File: config.mk
export PLATFORM = sky130hd
export DESIGN_NAME = io_irq_ctrl
export DESIGN_NICKNAME = d
export VERILOG_FILES = /design/src/rtl/io_irq_pkg.sv /design/src/rtl/io_cmd_decode.sv /design/src/rtl/io_port_regs.sv /design/src/rtl/irq_sequencer.sv /design/src/rtl/io_irq_ctrl.sv
export SDC_FILE = /design/constraint.sdc
export NUM_CORES = 1
export LEC_CHECK = 0
export ABC_AREA = 1
export BUFFER_PORTS_ARGS = -buffer_cell sky130_fd_sc_hd__buf_2
export CORE_MARGIN = 2
export CORE_UTILIZATION = 39
export CTS_CLUSTER_DIAMETER = 150
export DETAILED_ROUTE_END_ITERATION = 8
export GPL_TIMING_DRIVEN = 1
export PLACE_DENSITY = 0.73
export SLEW_MARGIN = 5
export SYNTH_ARGS = -nofsm -noshare
export SYNTH_HDL_FRONTEND = slang
export SYNTH_SLANG_ARGS = --single-unit
File: constraint.sdc
create_clock -name clk -period 1.5 [get_ports clk]
set_input_delay 0.45 -clock clk [delete_from_list [all_inputs] [get_ports clk]]
set_output_delay 0.45 -clock clk [all_outputs]
set_load 0.02 [all_outputs]
File: src/rtl/io_irq_pkg.sv
package io_irq_pkg;

    // Positions inside the 6-bit I/O field (instruction bits 11..6)
    localparam int CMD_INP = 5;
    localparam int CMD_OUT = 4;
    localparam int CMD_SKI = 3;
    localparam int CMD_SKO = 2;
    localparam int CMD_ION = 1;
    localparam int CMD_IOF = 0;
    localparam int CMD_W   = 6;

    typedef struct packed {
        logic inp;
        logic out;
        logic ski;
        logic sko;
        logic ion;
        logic iof;
    } io_cmd_t;

endpackage

File: src/rtl/io_cmd_decode.sv
module io_cmd_decode
    import io_irq_pkg::*;
#(
    parameter int STEP_W    = 4,
    parameter int EXEC_STEP = 3
) (
    input  logic [STEP_W-1:0] step_i,
    input  logic              io_sel_i,
    input  logic [CMD_W-1:0]  bits_i,
    output io_cmd_t           cmd_o,
    output logic              active_o
);
    localparam logic [STEP_W-1:0] ST_EXEC = STEP_W'(EXEC_STEP);

    logic active;

    always_comb begin
        active    = io_sel_i && (step_i == ST_EXEC);
        cmd_o     = '0;
        if (active) begin
            cmd_o.inp = bits_i[CMD_INP];
            cmd_o.out = bits_i[CMD_OUT];
            cmd_o.ski = bits_i[CMD_SKI];
            cmd_o.sko = bits_i[CMD_SKO];
            cmd_o.ion = bits_i[CMD_ION];
            cmd_o.iof = bits_i[CMD_IOF];
        end
        active_o = active;
    end
endmodule

File: src/rtl/io_port_regs.sv
module io_port_regs #(
    parameter int DATA_W = 8
) (
    input  logic              clk,
    input  logic              rst_n,
    input  logic              do_inp_i,
    input  logic              do_out_i,
    input  logic              do_ski_i,
    input  logic              do_sko_i,
    input  logic [DATA_W-1:0] ac_lo_i,
    input  logic              dev_in_stb_i,
    input  logic [DATA_W-1:0] dev_in_data_i,
    input  logic              dev_out_ack_i,
    output logic              ac_lo_ld_o,
    output logic [DATA_W-1:0] ac_lo_o,
    output logic              skip_o,
    output logic [DATA_W-1:0] out_data_o,
    output logic              fgi_o,
    output logic              fgo_o
);
    typedef struct packed {
        logic [DATA_W-1:0] in_reg;
        logic [DATA_W-1:0] out_reg;
        logic              fgi;
        logic              fgo;
    } port_st_t;

    port_st_t st_d, st_q;
    logic     in_accept;

    always_comb begin
        st_d      = st_q;
        // A pending byte is replaced only when the CPU reads it in this cycle
        in_accept = dev_in_stb_i && (!st_q.fgi || do_inp_i);

        if (in_accept) begin
            st_d.in_reg = dev_in_data_i;
        end
        if (in_accept) begin
            st_d.fgi = 1'b1;
        end else if (do_inp_i) begin
            st_d.fgi = 1'b0;
        end

        if (do_out_i) begin
            st_d.out_reg = ac_lo_i;
        end
        if (dev_out_ack_i) begin
            st_d.fgo = 1'b1;
        end else if (do_out_i) begin
            st_d.fgo = 1'b0;
        end
    end

    always_ff @(posedge clk) begin
        if (!rst_n) begin
            st_q <= '{in_reg: '0, out_reg: '0, fgi: 1'b0, fgo: 1'b1};
        end else begin
            st_q <= st_d;
        end
    end

    assign ac_lo_ld_o = do_inp_i;
    assign ac_lo_o    = st_q.in_reg;
    assign skip_o     = (do_ski_i && st_q.fgi) || (do_sko_i && st_q.fgo);
    assign out_data_o = st_q.out_reg;
    assign fgi_o      = st_q.fgi;
    assign fgo_o      = st_q.fgo;


    in_hold_chk: assert property (@(posedge clk) disable iff (!rst_n)
        (st_q.fgi && dev_in_stb_i && !do_inp_i) |=> $stable(st_q.in_reg));


    inp_clear_chk: assert property (@(posedge clk) disable iff (!rst_n)
        (do_inp_i && !dev_in_stb_i) |=> !st_q.fgi);


    out_copy_chk: assert property (@(posedge clk) disable iff (!rst_n)
        do_out_i |=> (st_q.out_reg == $past(ac_lo_i)));


    ack_wins_chk: assert property (@(posedge clk) disable iff (!rst_n)
        dev_out_ack_i |=> st_q.fgo);
endmodule

File: src/rtl/irq_sequencer.sv
module irq_sequencer #(
    parameter int STEP_W = 4,
    parameter int ADDR_W = 12,
    parameter int WORD_W = 16
) (
    input  logic              clk,
    input  logic              rst_n,
    input  logic [STEP_W-1:0] step_i,
    input  logic              do_ion_i,
    input  logic              do_iof_i,
    input  logic              fgi_i,
    input  logic              fgo_i,
    input  logic [ADDR_W-1:0] pc_i,
    output logic              pend_o,
    output logic              ien_o,
    output logic              ar_clr_o,
    output logic              tr_ld_o,
    output logic              mem_wr_o,
    output logic [WORD_W-1:0] mem_wdata_o,
    output logic              pc_clr_o,
    output logic              pc_inc_o,
    output logic              sc_clr_o
);
    localparam logic [STEP_W-1:0] ST_SAVE = STEP_W'(0);
    localparam logic [STEP_W-1:0] ST_WR   = STEP_W'(1);
    localparam logic [STEP_W-1:0] ST_DONE = STEP_W'(2);

    typedef struct packed {
        logic [ADDR_W-1:0] saved_pc;
        logic              ien;
        logic              pend;
    } irq_st_t;

    irq_st_t st_d, st_q;
    logic    in_fetch_steps;
    logic    ph_save, ph_wr, ph_done;

    always_comb begin
        st_d           = st_q;
        in_fetch_steps = (step_i <= ST_DONE);
        ph_save        = st_q.pend && (step_i == ST_SAVE);
        ph_wr          = st_q.pend && (step_i == ST_WR);
        ph_done        = st_q.pend && (step_i == ST_DONE);

        if (do_iof_i) begin
            st_d.ien = 1'b0;
        end else if (do_ion_i) begin
            st_d.ien = 1'b1;
        end

        if (!st_q.pend && !in_fetch_steps && st_q.ien && (fgi_i || fgo_i)) begin
            st_d.pend = 1'b1;
        end

        if (ph_save) begin
            st_d.saved_pc = pc_i;
        end
        if (ph_done) begin
            st_d.pend = 1'b0;
            st_d.ien  = 1'b0;
        end
    end

    always_ff @(posedge clk) begin
        if (!rst_n) begin
            st_q <= '0;
        end else begin
            st_q <= st_d;
        end
    end

    generate
        if (WORD_W > ADDR_W) begin : g_pad
            assign mem_wdata_o = {{(WORD_W-ADDR_W){1'b0}}, st_q.saved_pc};
        end else begin : g_trunc
            assign mem_wdata_o = st_q.saved_pc[WORD_W-1:0];
        end
    endgenerate

    assign pend_o   = st_q.pend;
    assign ien_o    = st_q.ien;
    assign ar_clr_o = ph_save;
    assign tr_ld_o  = ph_save;
    assign mem_wr_o = ph_wr;
    assign pc_clr_o = ph_wr;
    assign pc_inc_o = ph_done;
    assign sc_clr_o = ph_done;


    no_fetch_req_chk: assert property (@(posedge clk) disable iff (!rst_n)
        (!st_q.pend && (step_i <= ST_DONE)) |=> !st_q.pend);


    req_needs_ien_chk: assert property (@(posedge clk) disable iff (!rst_n)
        $rose(st_q.pend) |-> $past(st_q.ien));


    irq_exit_chk: assert property (@(posedge clk) disable iff (!rst_n)
        (st_q.pend && (step_i == ST_DONE)) |=> (!st_q.pend && !st_q.ien));


    save_pc_chk: assert property (@(posedge clk) disable iff (!rst_n)
        (st_q.pend && (step_i == ST_SAVE)) |=> (st_q.saved_pc == $past(pc_i)));
endmodule

File: src/rtl/io_irq_ctrl.sv
module io_irq_ctrl
    import io_irq_pkg::*;
#(
    parameter int DATA_W    = 8,
    parameter int STEP_W    = 4,
    parameter int ADDR_W    = 12,
    parameter int WORD_W    = 16,
    parameter int EXEC_STEP = 3
) (
    input  logic              clk,
    input  logic              rst_n,
    input  logic [STEP_W-1:0] step_i,
    input  logic              io_sel_i,
    input  logic [CMD_W-1:0]  ir_bits_i,
    input  logic [DATA_W-1:0] ac_lo_i,
    input  logic [ADDR_W-1:0] pc_i,
    input  logic              dev_in_stb_i,
    input  logic [DATA_W-1:0] dev_in_data_i,
    input  logic              dev_out_ack_i,
    output logic              ac_lo_ld_o,
    output logic [DATA_W-1:0] ac_lo_o,
    output logic              pc_skip_o,
    output logic              sc_clr_o,
    output logic              fetch_block_o,
    output logic              ar_clr_o,
    output logic              tr_ld_o,
    output logic              mem_wr_o,
    output logic [WORD_W-1:0] mem_wdata_o,
    output logic              pc_clr_o,
    output logic              pc_inc_o,
    output logic [DATA_W-1:0] dev_out_data_o,
    output logic              in_flag_o,
    output logic              out_flag_o,
    output logic              ien_o
);
    io_cmd_t cmd;
    logic    io_active;
    logic    fgi, fgo;
    logic    irq_sc_clr;

    io_cmd_decode #(
        .STEP_W    (STEP_W),
        .EXEC_STEP (EXEC_STEP)
    ) u_decode (
        .step_i   (step_i),
        .io_sel_i (io_sel_i),
        .bits_i   (ir_bits_i),
        .cmd_o    (cmd),
        .active_o (io_active)
    );

    io_port_regs #(
        .DATA_W (DATA_W)
    ) u_ports (
        .clk           (clk),
        .rst_n         (rst_n),
        .do_inp_i      (cmd.inp),
        .do_out_i      (cmd.out),
        .do_ski_i      (cmd.ski),
        .do_sko_i      (cmd.sko),
        .ac_lo_i       (ac_lo_i),
        .dev_in_stb_i  (dev_in_stb_i),
        .dev_in_data_i (dev_in_data_i),
        .dev_out_ack_i (dev_out_ack_i),
        .ac_lo_ld_o    (ac_lo_ld_o),
        .ac_lo_o       (ac_lo_o),
        .skip_o        (pc_skip_o),
        .out_data_o    (dev_out_data_o),
        .fgi_o         (fgi),
        .fgo_o         (fgo)
    );

    irq_sequencer #(
        .STEP_W (STEP_W),
        .ADDR_W (ADDR_W),
        .WORD_W (WORD_W)
    ) u_irq (
        .clk         (clk),
        .rst_n       (rst_n),
        .step_i      (step_i),
        .do_ion_i    (cmd.ion),
        .do_iof_i    (cmd.iof),
        .fgi_i       (fgi),
        .fgo_i       (fgo),
        .pc_i        (pc_i),
        .pend_o      (fetch_block_o),
        .ien_o       (ien_o),
        .ar_clr_o    (ar_clr_o),
        .tr_ld_o     (tr_ld_o),
        .mem_wr_o    (mem_wr_o),
        .mem_wdata_o (mem_wdata_o),
        .pc_clr_o    (pc_clr_o),
        .pc_inc_o    (pc_inc_o),
        .sc_clr_o    (irq_sc_clr)
    );

    assign sc_clr_o   = io_active || irq_sc_clr;
    assign in_flag_o  = fgi;
    assign out_flag_o = fgo;


    io_step_only_chk: assert property (@(posedge clk) disable iff (!rst_n)
        (io_sel_i && (step_i != STEP_W'(EXEC_STEP)) && !fetch_block_o) |-> !ac_lo_ld_o && !pc_skip_o);
endmodule

==> results of run 1 <==
-- power by group through the flow --
stage	sequential, µW	clock, µW	combinational, µW
after floorplan	934	0	137
after global placement	904	0	245
after detailed placement	904	0	248
after CTS	885	842	256
after global routing	887	885	292
final	885	820	260
-- per-layer routing --
layer  part of all wire (%)  up-vias  wire length [µm]  track usage, %
met3                    7.7        4               256            5.65
li1                       -      761                 -               -
met1                     45      623              1480            19.6
met2                     47       53              1550            26.9
met4                   0.70        0                23            4.69
met5                      0        -                 0               0
-- critical path: stages --
cell and delay (ns):
buf_8 0.10, nor2_4 0.18, nand4_1 0.17, inv_1 0.12, buf_6 0.12
-- state kept, by name, summed over array words and instances (netlist names) --
signal / flops
u_irq.mem_wdata_o: 12
u_ports.out_data_o: 8
u_irq.pend_o: 1
u_ports.fgo_o: 1
u_ports.ac_lo_o: 8
u_irq.ien_o: 1
u_ports.fgi_o: 1
-- layout make-up --
cell class                      instances  share of cell area [%]
Tap cell                               48                    2.80
Timing Repair Buffer                   94                    26.5
Inverter                               21                    4.14
Multi-Input combinational cell        122                    30.8
Clock buffer                            8                    5.66
Sequential cell                        32                    30.0
-- cell usage in the layout (no fill, tap or decap) --
master	count
nand4_1	1
clkinv_4	1
a21oi_4	1
clkbuf_8	7
a21oi_2	8
o2111ai_1	1
nor2_4	2
inv_2	5
nand4_4	2
nand3_4	1
inv_1	13
nand3_1	8
o21ai_0	9
buf_4	14
dfxtp_1	31
a31oi_1	1
buf_8	2
conb_1	4
inv_4	2
nor4_4	1
a21oi_1	14
dfxtp_4	1
nor3_1	1
clkbuf_16	1
nand2_4	2
nand2_2	2
buf_2	71
nand2_1	38
nor2_1	26
buf_6	7
-- logic make-up (layout without fill, tap and decap cells) --
kind of cell | after synthesis | in the layout | synth area share [%]
flip-flops | 32 | 32 | 43.8
other | 1 | 4 | 0.256
AO/OA/AOI/OAI | 34 | 34 | 14.0
AND/OR/NAND/NOR | 84 | 84 | 27.4
buffers and inverters | 35 | 123 | 14.5
-- through the flow --
| step | setup slack, ns | power (µW) | area [µm²] | std cells |
|---|---|---|---|---|
| after floorplan | -0.0783 | 1070 | 1510 | 189 |
| after global placement | -0.147 | 1150 | 1910 | 313 |
| after detailed placement | -0.159 | 1150 | 1910 | 313 |
| after CTS | -0.0974 | 1980 | 2110 | 323 |
| after global routing | -0.156 | 2060 | 2150 | 325 |
| final | -0.0915 | 1970 | 2150 | 325 |
-- worst max-delay path by stage --
| stage | to | cells after the start | start | slack, ns |
|---|---|---|---|---|
| finish | pc_inc_o | 5 | step_i[3] | -0.09 |
| global route | mem_wr_o | 3 | u_irq.pend_o$_SDFFE_PP0P_ | -0.16 |
| CTS | sc_clr_o | 5 | step_i[2] | -0.1 |
| detailed placement | pc_skip_o | 7 | step_i[2] | -0.16 |
| global placement | pc_skip_o | 7 | step_i[2] | -0.15 |
| floorplan | pc_clr_o | 3 | step_i[0] | -0.08 |
-- what timing repair did --
item,CTS,global route
endpoints found under the hold margin,0,0
pin swaps,4,5
setup endpoints to repair,8,8
gates resized for setup,22,9
setup buffers,2,2
==> results.md, run 1 <==
* Worst setup EP type: output pin
* Largest cells by area after synthesis: dfxtp_1 (44%), nand2_1 (10%), nor2_1 (6.7%)
* Crit Path Category: input port to output pin
* Peak fanout along the critical path at 4
* Top_reg_cell synth: dfxtp_1
* Max Freq at 0.628 GHz
* Layout cells sized above 1 at 46.9%
* Final Hold Fails at 0
* Min-delay src: dev_out_ack_i
* Row cnt at 22
* Nets@finish at 319
* Vias per std cell at 4.43
* I/O Buffers at 82
* Pwr dens at 916 nW/µm²
* Commonest cells post-synth: nand2_1 (40), dfxtp_1 (32), nor2_1 (26)
* Mapped Cells at 186
* FF-to-FF End: u_irq.mem_wdata_o[10]$_SDFFE_PN0P_
* Drt pass-1 iters at 4
* Final setup vio count at 7
* Worst skew pair latency at 0.27 ns
* Die W at 65.2 µm
* DRT iter0 DRCs at 46
* Drt drc at 0
* Seq/Total Area, Yosys at 43.8%
* WP data required at 1.05 ns
* Clock sinks at 32
* FF-to-FF setup slack at 0.34 ns
* TritonCTS Buffers at 5
* Post-synthesis register bit count at 32
* Final worst path period share at 106%
* Tmin final at 1.59 ns
* Detailed Place HPWL at 2390 µm
* H-Tree Depth at 2
* Pint at 1500 µW
* Remaining antenna violation count at 0
* Synth Area per Inst at 7.86 µm²
* WHS Path Cells at 3
* Ys async rst share at 0%
* N_diodes at 0
* Worst hold path class: input port to flip-flop
* Most frequent cell after synthesis: nand2_1
* YS warnings at 0
* Sw Share at 23.7%
* Clk buf depth at 2
* Vias at 1441
* Initial Utilization at 40.3%
* Area of the die at 4260 µm²
* Setup Skew at 0.00421 ns
* R2R cell count at 7
* Hold Path End: u_ports.fgo_o$_SDFFE_PP1P_
* Number of synthesized flops with an enable pin at 0
* FF-to-FF Start: u_irq.pend_o$_SDFFE_PP0P_
* Clock Power Share at 41.7%
* Synthesized area at 1460 µm²
* Worst setup margin at -0.0915 ns
* Violated checks: setup timing
* Post-cts hold buffer count at 0
* Sw Pwr at 467 µW
* Drt wl/cell at 10.2 µm
* Worst Path Arrival at 1.14 ns
* Status: finished with violations
* Comb power frac at 13.2%
* Final core utilization at 59.1%
* Gr ovfl total at 0
* Setup_tns at -0.389 ns
* Root buf cell: clkbuf_8
* Register clock-pin slew on the reported worst setup and hold paths at 0.06 ns
* Die Ht at 65.2 µm
* Total area of sequential cells at 644 µm²
* Vias in the first global route at 1225
* Sequential Power Share at 45.0%
* RSZ-0062 raised after global routing: true
* GP Congestion at 0.751
* Multi-input logic area at 662 µm²
* Peak supply drop at 0.000528 V
* Post-synth top area cell: dfxtp_1
* Filler cell count at 355
* Final-report max-slew violation count at 0
* Worst setup SP type: input port
* IO Pins at 87
* CTS tree: built
* Max Cap Viol at 0
* Synth cell types at 28
* Post-synth top area share at 43.8%
* Initial antenna violation count at 0
* Drt total wl at 3310 µm
* Placeable Area at 3630 µm²
* Gr usage total at 16.1%
* Layout area overhead at 46.7%
* First-pass GRT wire length at 5340 µm
* Lkg Pwr at 0.00109 µW
* WHS at 0.367 ns
* Pin count of the biggest net entering global routing at 18
No activity file was read; power rests on OpenSTA's default activity.
==> inputs of run 2 (changes only) <==
==> constraint.sdc (replaced) <==
create_clock -name clk -period 1.5 [get_ports clk]
set_input_delay 0.3 -clock clk [delete_from_list [all_inputs] [get_ports clk]]
set_output_delay 0.3 -clock clk [all_outputs]
set_load 0.02 [all_outputs]
==> results.md, run 2 (synthesis gave the netlist of run 1 again) <==
* Status: completed
* Clk buf depth at 2 (unchanged)
* Worst setup margin at 0.0926 ns (+0.184 ns)
* N_diodes at 0 (unchanged)
* Number of flip-flops in the largest register at 12 (unchanged)
* GP Congestion at 0.684 (-9.0%)
* Post-CTS Repair Setup Buffers at 0 (-2)
* Vias in the first global route at 1182 (-3.5%)
* IO Pins at 87 (unchanged)
* Crit Path Category: flip-flop to output pin
* WP data required at 1.20 ns (+0.15 ns)
* Nets@finish at 311 (-2.5%)
* Drt total wl at 3090 µm (-6.7%)
* Pin count of the biggest net entering global routing at 18 (unchanged)
* Most common cell after layout, fill and taps aside: buf_2
* Gr usage total at 14.8% (-1.3 points)
* Root buf cell: clkbuf_8
* Sequential Power Share at 50.6% (+5.6 points)
* Tmin final at 1.41 ns (-0.184 ns)
* Comb power frac at 13.3% (about the same)
* DRT iter0 DRCs at 68 (+48%)
* Final setup vio count at 0 (-7)
* Worst skew pair latency at 0.28 ns (about the same)
* Clock sinks at 32 (unchanged)
* CP peak stage delay at 0.37 ns (+0.19 ns)
* Max Freq at 0.711 GHz (+13%)
* Drt drc at 0 (unchanged)
* Post-CTS resize count at 2 (-91%)
* Pwr dens at 898 nW/µm² (-2.0%)
* Placeable Area at 3630 µm² (unchanged)
* Die W at 65.2 µm (unchanged)
* Clock Power Share at 36.0% (-5.7 points)
* First-pass GRT wire length at 4950 µm (-7.4%)
* Cell family with most CP delay: flip-flops
* Final Non-Filler Cells at 317 (-2.5%)
* Lkg Pwr at 0.00103 µW (-6.2%)
* Peak fanout along the critical path at 4 (unchanged)
* Worst setup SP type: flip-flop
* Sw Pwr at 466 µW (-0.16%)
* Die Ht at 65.2 µm (unchanged)
* TritonCTS Buffers at 5 (unchanged)
* Detailed Place HPWL at 2350 µm (-1.8%)
* Drt pass-1 iters at 4 (unchanged)
* CTS tree: built
* Gr ovfl total at 0 (unchanged)
* Peak supply drop at 0.000469 V (-11%)
* Setup Skew at 0.00723 ns (+0.00302 ns)
* Max Cap Viol at 0 (unchanged)
* Worst Path Arrival at 1.11 ns (-0.03 ns)
* Setup_tns at 0 ns (+0.389 ns)
* Initial antenna violation count at 0 (unchanged)
* Layout area overhead at 33.6%
* Final Hold Fails at 0 (unchanged)
* Placed cell count at 309 (-1.3%)
* Initial Utilization at 40.3% (unchanged)
* CP bufs+invs at 2 (-1)
* I/O Buffers at 82 (unchanged)
* Area of the die at 4260 µm² (unchanged)
* Layout cells sized above 1 at 42.4% (-4.6 points)
* Sw Share at 26.6% (+2.8 points)
* Vias at 1399 (-2.9%)
* Register clock-pin slew on the reported worst setup and hold paths at 0.06 ns (about the same)
* Commonest cells after routing, fill and taps aside: buf_2 (80), nand2_1 (40), dfxtp_1 (31)
* Filler cell count at 388 (+9.3%)
* RSZ-0062 raised after global routing: false
* Row cnt at 22 (unchanged)
* Worst setup EP type: output pin
* Final worst path period share at 93.8% (-12 points)
* Remaining antenna violation count at 0 (unchanged)
* Drt wl/cell at 9.74 µm (-4.3%)
* Pint at 1290 µW (-14%)
* Critical path, cell by cell: inv_1 > nor4_4 > buf_4
* Worst hold path class: input port to flip-flop
* Pre-CTS setup slack at 0.128 ns (+0.287 ns)
* Final-report max-slew violation count at 0 (unchanged)
* Vias per std cell at 4.41 (-0.46%)
* H-Tree Depth at 2 (unchanged)
* Slowest CP cell: dfxtp_2
* Post-cts hold buffer count at 0 (unchanged)
==> run 2: cell types whose count changed in the layout (fill, tap and decap cells not counted), moves of 3 or more <==
cell   change
buf_2      +9
inv_1      +5
inv_2      -3
buf_6      -7
buf_4      -8
==> run 2: per-stage QoR <==
| step | hold WS, ns | instance area [µm²] | total power, µW | util [%] |
|---|---|---|---|---|
| 3_5_place_dp | 0.452 | 1860 | 1140 | 51.2 |
| 5_1_grt | 0.222 | 1950 | 1860 | 53.8 |
| 2_1_floorplan | 0.399 | 1490 | 1070 | - |
| 4_1_cts | 0.203 | 1950 | 1790 | 53.8 |
| 6_report | 0.214 | 1950 | 1760 | 53.8 |
| 3_3_place_gp | 0.450 | 1860 | 1140 | 51.2 |
==> run 2: path summary, 6_finish.rpt <==
check                                    start                                end  slack [ns]  depth (start not counted)
max                  u_irq.pend_o$_SDFFE_PP0P_                           mem_wr_o        0.09                          3
min                              dev_out_ack_i         u_ports.fgo_o$_SDFFE_PP1P_        0.21                          3
max reg2reg          u_irq.pend_o$_SDFFE_PP0P_  u_irq.mem_wdata_o[3]$_SDFFE_PN0P_        0.51                          5
min reg2reg  u_irq.mem_wdata_o[2]$_SDFFE_PN0P_  u_irq.mem_wdata_o[2]$_SDFFE_PN0P_        0.46                          2
==> run 2: power by group through the flow <==
stage | Sequential (µW) | Clock (µW) | Combinational, µW
2_1_floorplan | 935 | 0 | 133
3_3_place_gp | 908 | 0 | 235
3_5_place_dp | 908 | 0 | 236
4_1_cts | 889 | 661 | 237
5_1_grt | 891 | 706 | 262
6_report | 888 | 632 | 234
==> run 2: layer usage <==
metal / wire length, µm / vias up / track usage [%]
li1: - / 741 / -
met5: 0 / - / 0
met3: 239 / 6 / 5.48
met1: 1370 / 600 / 17.6
met2: 1440 / 52 / 25.3
met4: 32 / 0 / 3.91
==> run 2: tightest hold or removal path: stages <==
cell and delay (ns):
buf_2 0.07, nor2_1 0.03, nand2_1 0.05
==> run 2: final cells by class <==
type                    instances  area [µm²]  area share [%]
clock buffers                   5        68.8            3.52
clock inverters                 3        18.8           0.960
inverters                      21        83.8            4.29
multi-input cells             122         636            32.5
flip-flops and latches         32         642            32.8
well taps                      48        60.1            3.07
repair buffers                 86         445            22.8
==> inputs of run 3 (changes only) <==
CTS_BUF_LIST = sky130_fd_sc_hd__clkbuf_16   (was not set)
==> results.md, run 3 (synthesis gave the netlist of run 1 again) <==
* Layout cells sized above 1 at 42.4% (unchanged)
* Vias at 1396 (-0.21%)
* IO Pins at 87 (unchanged)
* Peak supply drop at 0.000581 V (+24%)
* Peak fanout along the critical path at 4 (unchanged)
* Max Cap Viol at 0 (unchanged)
* Detailed Place HPWL at 2350 µm (unchanged)
* I/O Buffers at 82 (unchanged)
* Initial Utilization at 40.3% (unchanged)
* FF-to-FF End: u_irq.mem_wdata_o[3]$_SDFFE_PN0P_
* Worst hold path class: input port to flip-flop
* FF-to-FF setup slack at 0.51 ns (about the same)
* CP peak stage delay at 0.36 ns (about the same)
* Worst setup EP type: output pin
* Remaining antenna violation count at 0 (unchanged)
* Drt pass-1 iters at 4 (unchanged)
* Final Hold Fails at 0 (unchanged)
* Final-report max-slew violation count at 0 (unchanged)
* Die W at 65.2 µm (unchanged)
* Final setup vio count at 0 (unchanged)
* GP Congestion at 0.684 (unchanged)
* Cell family with most CP delay: flip-flops
* Commonest cells after routing, fill and taps aside: buf_2 (80), nand2_1 (40), dfxtp_1 (31)
* TritonCTS Buffers at 5 (unchanged)
* Most common cell after layout, fill and taps aside: buf_2
* RSZ-0062 raised after global routing: false
* Worst setup SP type: flip-flop
* Crit Path Category: flip-flop to output pin
* CP Depth at 3 (unchanged)
* CP bufs+invs at 2 (unchanged)
* Clock sinks at 32 (unchanged)
* WP data required at 1.20 ns (about the same)
* R2R cell count at 5 (unchanged)
* WHS at 0.221 ns (+0.00624 ns)
* Row cnt at 22 (unchanged)
* Max Freq at 0.715 GHz (+0.66%)
* Clk buf depth at 2 (unchanged)
* Post-cts hold buffer count at 0 (unchanged)
* Status: completed
* Register clock-pin slew on the reported worst setup and hold paths at 0.05 ns (about the same)
* Worst Path Arrival at 1.10 ns (about the same)
* Layout area overhead at 37.5%
* Number of flip-flops in the largest register at 12 (unchanged)
* Final worst path period share at 93.2% (-0.61 points)
* Critical path, cell by cell: inv_1 > nor4_4 > buf_4
* Drt total wl at 3080 µm (-0.13%)
* Setup Skew at 0.00407 ns (-0.00316 ns)
* Vias in the first global route at 1201 (+1.6%)
* Pwr dens at 1030 nW/µm² (+15%)
* FF-to-FF Start: u_irq.pend_o$_SDFFE_PP0P_
* Drt wl/cell at 9.72 µm (-0.13%)
* Pin count of the biggest net entering global routing at 18 (unchanged)
* Worst setup endpoint: mem_wr_o
* Worst skew pair latency at 0.27 ns (about the same)
* Area of the die at 4260 µm² (unchanged)
* Nets@finish at 311 (unchanged)
* Tmin final at 1.40 ns (-0.00917 ns)
* Vias per std cell at 4.40 (-0.21%)
* First-pass GRT wire length at 5020 µm (+1.4%)
* Gr usage total at 15.0% (+0.14 points)
* Slowest CP cell: dfxtp_2
* Drt drc at 0 (unchanged)
* Gr ovfl total at 0 (unchanged)
* DRT iter0 DRCs at 56 (-18%)
* Initial antenna violation count at 0 (unchanged)
* Setup_tns at 0 ns (unchanged)
* N_diodes at 0 (unchanged)
* H-Tree Depth at 2 (unchanged)
* Lkg Pwr at 0.00105 µW (+2.5%)
* Worst Setup SP: u_irq.pend_o$_SDFFE_PP0P_
* Root buf cell: clkbuf_16
* Die Ht at 65.2 µm (unchanged)
* CTS tree: built
* Placeable Area at 3630 µm² (unchanged)
run 3: cell counts in the layout (fill, tap and decap cells not counted):
Identical to the previous run, type by type.
run 3: power breakdown:
| part | switching [µW] | internal [µW] |
|---|---|---|
| registers | 15.7 | 874 |
| logic | 140 | 94.0 |
| clock network | 341 | 609 |
run 3: how the worst min path moves through the flow:
stage / end / cells after the start / from / slack [ns]
after floorplan: u_ports.fgo_o$_SDFFE_PP1P_ / 2 / dev_out_ack_i / 0.40
after global placement: u_irq.mem_wdata_o[5]$_SDFFE_PN0P_ / 2 / u_irq.mem_wdata_o[5]$_SDFFE_PN0P_ / 0.45
after detailed placement: u_irq.mem_wdata_o[1]$_SDFFE_PN0P_ / 2 / u_irq.mem_wdata_o[1]$_SDFFE_PN0P_ / 0.45
after CTS: u_ports.fgo_o$_SDFFE_PP1P_ / 3 / dev_out_ack_i / 0.21
after global routing: u_ports.fgo_o$_SDFFE_PP1P_ / 3 / dev_out_ack_i / 0.24
final: u_ports.fgo_o$_SDFFE_PP1P_ / 3 / dev_out_ack_i / 0.22
run 3: worst reg2reg max path: cells and delay by family, from the launching register on:
family | cells | cell delay [ns]
flops | 1 | 0.36
buf+inv | 2 | 0.28
simple gates | 2 | 0.18
compound gates | 1 | 0.11
run 3: per-layer routing:
| metal | track usage, % | part of all wire [%] |
|---|---|---|
| met1 | 18.1 | 44 |
| met2 | 25.1 | 48 |
| met3 | 5.48 | 8.0 |
| met4 | 3.91 | 0.26 |
| met5 | 0 | 0 |
run 3: cell type report:
cell class	count	area (µm²)
fill	381	1620
tap	48	60.1
clock inverter	3	18.8
inverter	21	83.8
timing repair buffer	86	445
clock buffer	5	125
multi-input combinational	122	636
sequential	32	642
run 3: through the flow:
stage | instances | instance area [µm²] | worst slack [ns] | util [%] | power [µW]
2_1_floorplan | 189 | 1490 | 0.0309 | - | 1070
3_3_place_gp | 309 | 1860 | 0.135 | 51.2 | 1140
3_5_place_dp | 309 | 1860 | 0.128 | 51.2 | 1140
4_1_cts | 317 | 2010 | 0.0800 | 55.3 | 2110
5_1_grt | 317 | 2010 | 0.0365 | 55.3 | 2180
6_report | 317 | 2010 | 0.102 | 55.3 | 2070
run 3: repair_timing:
item	CTS	global route
hold endpoints to repair	0	0
setup endpoints to repair	2	0
setup buffers	0	0
resized for setup	2	0
